<file path="config.mk">
export PLATFORM = sky130hd
export DESIGN_NAME = timer_evt_irq_ctrl
export DESIGN_NICKNAME = d
export VERILOG_FILES = /design/src/rtl/tevt_pkg.sv /design/src/rtl/tevt_csr.sv /design/src/rtl/tevt_qualify.sv /design/src/rtl/tevt_status_bit.sv /design/src/rtl/tevt_req_out.sv /design/src/rtl/timer_evt_irq_ctrl.sv
export SDC_FILE = /design/constraint.sdc
export NUM_CORES = 1
export LEC_CHECK = 0
export BUFFER_PORTS_ARGS = -buffer_cell sky130_fd_sc_hd__buf_4
export CAP_MARGIN = 40
export CELL_PAD_IN_SITES_DETAIL_PLACEMENT = 0
export CELL_PAD_IN_SITES_GLOBAL_PLACEMENT = 2
export CORE_AREA = 2 2 39 41
export CTS_BUF_LIST = sky130_fd_sc_hd__clkbuf_8
export DETAILED_ROUTE_END_ITERATION = 6
export DIE_AREA = 0 0 41 43
export GPL_TIMING_DRIVEN = 0
export PLACE_DENSITY = 0.7
export SLEW_MARGIN = 0
export SYNTH_ARGS = -nofsm -noshare
export SYNTH_HDL_FRONTEND = slang
export SYNTH_SLANG_ARGS = --single-unit
</file>
<file path="constraint.sdc">
create_clock -name clk -period 0.9 [get_ports clk]
set_input_delay 0.18 -clock clk [delete_from_list [all_inputs] [get_ports clk]]
set_output_delay 0.18 -clock clk [all_outputs]
set_load 0.01 [all_outputs]
</file>
<file path="src/rtl/tevt_pkg.sv">
// Package: shared sizes and source indices for the timer event controller.
// Assumes exactly one period source and one capture source.
package tevt_pkg;
    localparam int SRC_N  = 2;
    localparam int CSR_W  = 2 * SRC_N;
    localparam int EN_LSB = 0;
    localparam int ST_LSB = SRC_N;

    typedef enum int {
        SRC_PERIOD  = 0,
        SRC_CAPTURE = 1
    } src_idx_e;
endpackage

</file>
<file path="src/rtl/tevt_csr.sv">
// Module: tevt_csr
// Holds the per-source enable bits, decodes the write-1-clear field and
// assembles the read word. Assumes the status bits are stored elsewhere
// and returned through st_i.
module tevt_csr
    import tevt_pkg::*;
(
    input  logic             clk,
    input  logic             rst_n,
    input  logic             we_i,
    input  logic [CSR_W-1:0] wdata_i,
    input  logic [SRC_N-1:0] st_i,
    output logic [SRC_N-1:0] en_o,
    output logic [SRC_N-1:0] clr_o,
    output logic [CSR_W-1:0] rdata_o
);
    logic [SRC_N-1:0] en_q;

    // Load the enable field on every write.
    always_ff @(posedge clk) begin
        if (!rst_n)
            en_q <= '0;
        else if (we_i)
            en_q <= wdata_i[EN_LSB +: SRC_N];
    end

    // Decode the clear requests and build the read word.
    always_comb begin
        clr_o   = we_i ? wdata_i[ST_LSB +: SRC_N] : '0;
        rdata_o = {st_i, en_q};
    end

    assign en_o = en_q;


    en_load_chk: assert property (@(posedge clk) disable iff (!rst_n)
        we_i |=> en_q == $past(wdata_i[EN_LSB +: SRC_N]));
endmodule

</file>
<file path="src/rtl/tevt_qualify.sv">
// Module: tevt_qualify
// Qualifies raw source strobes with the global enable and each source's
// enable bit. Assumes the capture strobe is already masked by capture mode.
module tevt_qualify
    import tevt_pkg::*;
(
    input  logic             clk,
    input  logic             rst_n,
    input  logic             glb_en_i,
    input  logic [SRC_N-1:0] raw_i,
    input  logic [SRC_N-1:0] en_i,
    output logic [SRC_N-1:0] qual_o
);
    for (genvar g = 0; g < SRC_N; g++) begin : g_src
        // Pass a strobe only when the feature and its source are enabled.
        always_comb qual_o[g] = glb_en_i & en_i[g] & raw_i[g];


        qual_gate_chk: assert property (@(posedge clk) disable iff (!rst_n)
            !en_i[g] |-> !qual_o[g]);
    end
endmodule

</file>
<file path="src/rtl/tevt_status_bit.sv">
// Module: tevt_status_bit
// One sticky status bit: set by a qualified event, cleared by a write of 1,
// forced to 0 while the global enable is low. A set beats a clear.
module tevt_status_bit (
    input  logic clk,
    input  logic rst_n,
    input  logic glb_en_i,
    input  logic set_i,
    input  logic clr_i,
    output logic st_o
);
    logic st_q;

    // Update the sticky bit with set priority over clear.
    always_ff @(posedge clk) begin
        if (!rst_n || !glb_en_i)
            st_q <= 1'b0;
        else if (set_i)
            st_q <= 1'b1;
        else if (clr_i)
            st_q <= 1'b0;
    end

    assign st_o = st_q;


    set_wins_chk: assert property (@(posedge clk) disable iff (!rst_n)
        (glb_en_i && set_i) |=> st_q);

    w1c_chk: assert property (@(posedge clk) disable iff (!rst_n)
        (glb_en_i && clr_i && !set_i) |=> !st_q);

    hold_chk: assert property (@(posedge clk) disable iff (!rst_n)
        (glb_en_i && !clr_i && !set_i) |=> $stable(st_q));

    glb_off_chk: assert property (@(posedge clk) disable iff (!rst_n)
        !glb_en_i |=> !st_q);
endmodule

</file>
<file path="src/rtl/tevt_req_out.sv">
// Module: tevt_req_out
// Drives the level interrupt from the status bits and a one-cycle DMA pulse
// from the qualified events. Both outputs are silenced by the global enable.
module tevt_req_out
    import tevt_pkg::*;
(
    input  logic             clk,
    input  logic             rst_n,
    input  logic             glb_en_i,
    input  logic [SRC_N-1:0] qual_i,
    input  logic [SRC_N-1:0] st_i,
    output logic             irq_o,
    output logic             dma_o
);
    logic dma_q;

    // Register a pulse for every edge that saw a qualified event.
    always_ff @(posedge clk) begin
        if (!rst_n)
            dma_q <= 1'b0;
        else
            dma_q <= |qual_i;
    end

    // Gate both requests with the global enable.
    always_comb begin
        irq_o = glb_en_i & (|st_i);
        dma_o = glb_en_i & dma_q;
    end


    dma_src_chk: assert property (@(posedge clk) disable iff (!rst_n)
        dma_q |-> $past(|qual_i));

    dma_pulse_chk: assert property (@(posedge clk) disable iff (!rst_n)
        (dma_q && !(|qual_i)) |=> !dma_q);

    out_quiet_chk: assert property (@(posedge clk) disable iff (!rst_n)
        !glb_en_i |-> (!irq_o && !dma_o));
endmodule

</file>
<file path="src/rtl/timer_evt_irq_ctrl.sv">
// Module: timer_evt_irq_ctrl (top)
// Turns a period-match strobe and a capture strobe into an interrupt level
// and a DMA pulse, with a per-source enable and sticky write-1-clear status.
// Assumes the strobes are synchronous to clk and one cycle wide per event.
module timer_evt_irq_ctrl
    import tevt_pkg::*;
(
    input  logic             clk,
    input  logic             rst_n,
    input  logic             glb_en,
    input  logic             per_match,
    input  logic             cap_strobe,
    input  logic             cap_mode,
    input  logic             csr_we,
    input  logic [CSR_W-1:0] csr_wdata,
    output logic [CSR_W-1:0] csr_rdata,
    output logic             irq_o,
    output logic             dma_evt_o
);
    logic [SRC_N-1:0] raw;
    logic [SRC_N-1:0] en;
    logic [SRC_N-1:0] clr;
    logic [SRC_N-1:0] qual;
    logic [SRC_N-1:0] st;

    // Map the counter-side strobes onto source positions.
    always_comb begin
        raw              = '0;
        raw[SRC_PERIOD]  = per_match;
        raw[SRC_CAPTURE] = cap_strobe & cap_mode;
    end

    tevt_csr u_csr (
        .clk     (clk),
        .rst_n   (rst_n),
        .we_i    (csr_we),
        .wdata_i (csr_wdata),
        .st_i    (st),
        .en_o    (en),
        .clr_o   (clr),
        .rdata_o (csr_rdata)
    );

    tevt_qualify u_qual (
        .clk      (clk),
        .rst_n    (rst_n),
        .glb_en_i (glb_en),
        .raw_i    (raw),
        .en_i     (en),
        .qual_o   (qual)
    );

    for (genvar g = 0; g < SRC_N; g++) begin : g_st
        tevt_status_bit u_st (
            .clk      (clk),
            .rst_n    (rst_n),
            .glb_en_i (glb_en),
            .set_i    (qual[g]),
            .clr_i    (clr[g]),
            .st_o     (st[g])
        );
    end

    tevt_req_out u_out (
        .clk      (clk),
        .rst_n    (rst_n),
        .glb_en_i (glb_en),
        .qual_i   (qual),
        .st_i     (st),
        .irq_o    (irq_o),
        .dma_o    (dma_evt_o)
    );


    cap_mode_chk: assert property (@(posedge clk) disable iff (!rst_n)
        (glb_en && !cap_mode && !st[SRC_CAPTURE]) |=> !st[SRC_CAPTURE]);

    irq_level_chk: assert property (@(posedge clk) disable iff (!rst_n)
        (glb_en && (|csr_rdata[CSR_W-1:SRC_N])) |-> irq_o);
endmodule

</file>
After elaboration in Yosys (flattened, before gate mapping)
Cells that the tools add are included.
{"block": "op_classes", "shift": 0, "reduce_logical": 7, "n_addsub": 0, "n_bitwise": 7, "n_mul": 0, "magnitude_cmp": 0, "eq_ne": 0, "mux": 5, "div_mod_pow": 0}
{"operator": "1-bit AND", "n": 7}
{"operator": "1-bit 2-to-1 mux", "n": 4}
{"operator": "2-bit nonzero test", "n": 2}
{"operator": "2-bit OR reduction", "n": 2}
{"operator": "1-bit zero test", "n": 2}
{"operator": "2-bit 2-to-1 mux", "n": 1}
{"operator": "1-bit logical OR", "n": 1}
{"block": "totals", "latch_bits": 0, "mem_bits_rw": 0, "reg_bits": 5, "word_cells": 23, "n_memories": 0, "out_inout_bits": 6, "mem_bits_ro": 0, "input_bits": 11}

Logic depth before layout (Yosys ltp)
{"block": "logic_depth", "depth_word": 3, "depth_mapped": 2}

Hierarchy
Synthesis repeated with hierarchy kept, for this count alone.
{"block": "unflattened", "hier_cells": 25, "hier_area_um2": 250.2}
{"mod": "tevt_csr", "seq_area_each_um2": 40.0, "cells_per_inst": 12, "area_per_inst_um2": 117.6, "n_inst": 1}
{"mod": "tevt_status_bit", "seq_area_each_um2": 20.0, "cells_per_inst": 3, "area_per_inst_um2": 36.3, "n_inst": 2}
{"mod": "tevt_req_out", "seq_area_each_um2": 20.0, "cells_per_inst": 4, "area_per_inst_um2": 41.3, "n_inst": 1}
{"mod": "tevt_qualify", "seq_area_each_um2": 0.0, "cells_per_inst": 2, "area_per_inst_um2": 12.5, "n_inst": 1}
{"mod": "timer_evt_irq_ctrl", "seq_area_each_um2": 0.0, "cells_per_inst": 1, "area_per_inst_um2": 6.3, "n_inst": 1}

Least setup slack after synthesis
Ideal clock, no wire load.
{"block": "synth_path", "path_type": "reg2reg", "start": "register, netlist name g_st[0].u_st.st_o", "end": "register g_st[0].u_st.st_q", "stages_incl_launch_ff": 3, "period_less_slack_ps": 689, "t_arrival_ps": 619, "setup_slack_ps": 211, "path_cell_list": "dfxtp_1 -> a21bo_1 -> a21oi_1"}
{"element": "to (signal assigned)", "line_no": "tevt_status_bit.sv:17", "source": "st_q <= 1'b0;"}
{"element": "to (signal assigned)", "line_no": "tevt_status_bit.sv:19", "source": "st_q <= 1'b1;"}
{"element": "to (signal assigned)", "line_no": "tevt_status_bit.sv:21", "source": "st_q <= 1'b0;"}
{"element": "to (decl)", "line_no": "tevt_status_bit.sv:12", "source": "logic st_q;"}

Worst setup path in the final report
{"block": "layout_path", "start": "register g_st[0].u_st.st_q", "end": "output port irq_o"}
{"block": "layout_via", "elab_chain_len": 2}
{"element": "2-bit OR reduction", "line_no": "tevt_req_out.sv:27", "source": "irq_o = glb_en_i & (|st_i);"}
{"element": "1-bit AND", "line_no": "tevt_req_out.sv:27"}
{"element": "to (decl)", "line_no": "timer_evt_irq_ctrl.sv:17", "source": "output logic irq_o,"}
No other way between the ends.

==> results.md <==
* Total GRT Usage at 8.34%
* Die area at 1760 sq um
* Leak at 0.201 nW
* Critical path class: flop to output port
* Fin. Hold Viols at 0
* Final GP Congestion at 0.655
* Routed WL at 581 um
* Crit-path max FO at 3
* DR vias at 226
* Clock Root Buffer: clkbuf_8
* Max-Cap Viols at 0
* Fin crit period at 1.02 ns
* Clock transition at path regs at 0.04 ns
* Worst-Margin Slew at 0.113 ns
* Synth top area share at 46.0%
* Setup crit start kind: flop
* # diodes at 0
* Commonest non-fill, non-tap cell in the layout: buf_4
* Initial antenna violation count at 0
* Status: complete, but fails checks
* CTS buffer count at 3
* Rel. slew slack at 92.2%
* Placed insts at 54
* Synth Cell Area at 218 sq um
* # rows at 14
* Sequential share of the synthesized area at 46.0%
* Vias in the first global route at 218
* Final TNS setup at -0.223 ns
* Final period util at 114%
* Share of cells above drive strength 1 at 61.9%
* Initial Util at 15.7%
* WP data required at 0.72 ns
* Failing checks: setup timing
* CTS Sinks at 5
* Syn Inst Count at 22
* Setup ws final at -0.123 ns
* Fill cells at 154
* Crit. End Element: output port
* IO Count at 17
* Layout overhead on the synthesized area at 97.1%
* Final count of pins violating max slew at 0
* Clk_lat worst skew at 0.22 ns
* Drt wl/cell at 10.0 um
* Cts hold-fix bufs at 0
* Vias per cell at 3.90
* Pre-antenna DRT Iters at 3
* Total setup buffers inserted after CTS at 0
* RSZ-0062 raised after global routing: yes
* Synthesis Warnings at 0
* Multi-input combinational cell area at 105 sq um
* Syn_nets at 33
* Remaining DRCs at 0
* CP startpoint: g_st[0].u_st.st_o
* CTS max path bufs at 2
* Post-synthesis cell type count at 12
* R2R Path Start: g_st[1].u_st.st_o
* Fmax at 977 MHz
* Final setup violation count at 4
* Initial DRC count at 6
* Peak supply drop at 0.000554 V
* Final antenna-violating net count at 0
* Ranking of synthesized cells by area: dfxtp_1, a21bo_1, mux2i_1, buf_4, nor2b_1
* Hold crit path type: input port to flop
* Worst Path Arrival at 0.84 ns
* Nets at 54
* First-pass GRT wire length at 917 um
* Flip-flop and latch area at 105 sq um
* Post-Layout Cell Count at 58
* Remaining global-route overflow at 0
* Post-synthesis cell type with the largest combined area: dfxtp_1
* I/O Buffers at 16
* Die Wd at 41 um
* Pwr dens at 1680 nW/um^2
* Mean Syn Cell Area at 9.90 sq um
* Pin count of the biggest net entering global routing at 6
* H-tree Lvls at 1
* Worst Min Path Start: rst_n
* Core Region at 1380 sq um
* Die Y at 43 um
* Most frequent cells in the layout: buf_4, buf_6, dfxtp_2
* CTS tree: done
* Clk_skew at 0.00108 ns
* Yosys reg bits at 5
[worst paths after layout]
| path | to | slack, ns | cells past startpoint |
|---|---|---|---|
| max | irq_o | -0.12 | 2 |
| min | u_csr.en_o[0] | 0.20 | 2 |
| max reg2reg | g_st[1].u_st.st_o | 0.18 | 2 |
| min reg2reg | g_st[0].u_st.st_o | 0.47 | 2 |
[power by group]
part | switching [mW] | internal [mW]
Sequential | 0.00542 | 0.232
Clock | 0.115 | 0.293
Combinational | 0.0267 | 0.0498
[cell usage after synthesis]
library cell	count
nand3_1	1
buf_4	2
o21a_1	1
a21boi_1	1
and2_1	1
mux2i_1	2
nand2_1	2
a21bo_1	2
dfxtp_1	5
a21oi_1	2
nor2b_1	2
nand4_1	1
[cell families after synthesis]
group / after synthesis / synth area share [%]
AO/OA/AOI/OAI: 6 / 20.7
flip-flops: 5 / 46.0
multiplexers: 2 / 9.20
buffers and inverters: 2 / 6.89
AND/OR/NAND/NOR: 7 / 17.2
[per-layer routing]
layer / vias up / global-route usage [%] / part of all wire (%)
li1: 115 / - / -
met1: 97 / 9.68 / 43
met2: 14 / 10.9 / 46
met3: 0 / 3.14 / 11
met4: 0 / 8.00 / 0
met5: - / 0 / 0
[cell type report]
| cell class | instances | share of cell area, % |
|---|---|---|
| plain buffers | 2 | 4.37 |
| clock buffers | 3 | 9.62 |
| clock inverters | 1 | 0.875 |
| multi-input cells | 15 | 24.5 |
| flip-flops and latches | 5 | 24.5 |
| well taps | 16 | 4.66 |
| repair buffers | 16 | 31.5 |
[flip-flops by register name (all words and copies together) (netlist names)]
register and cells:
g_st.u_st.st_o 2, u_out.dma_q 1, u_csr.en_o 2
[through the flow]
stage	worst slack (ns)	hold slack (ns)	total power, mW	utilization [%]	area, sq um
final	-0.123	0.203	0.721	31.0	429
after global routing	-0.156	0.211	0.759	31.0	429
after detailed placement	0.105	0.435	0.314	25.9	358
after floorplan	0.211	0.308	0.259	-	218
after global placement	0.110	0.428	0.312	25.9	358
after CTS	-0.131	0.203	0.737	30.9	428
[critical path, stage by stage (launching register included)]
cell     delay (ns)
dfxtp_2        0.31
o21a_1         0.19
buf_6          0.12
[timing repair]
item	in CTS	in global routing
pin swaps	2	0
gates resized for setup	9	1
setup endpoints to repair	5	5
Note: power is estimated with default switching activity, not from simulation.
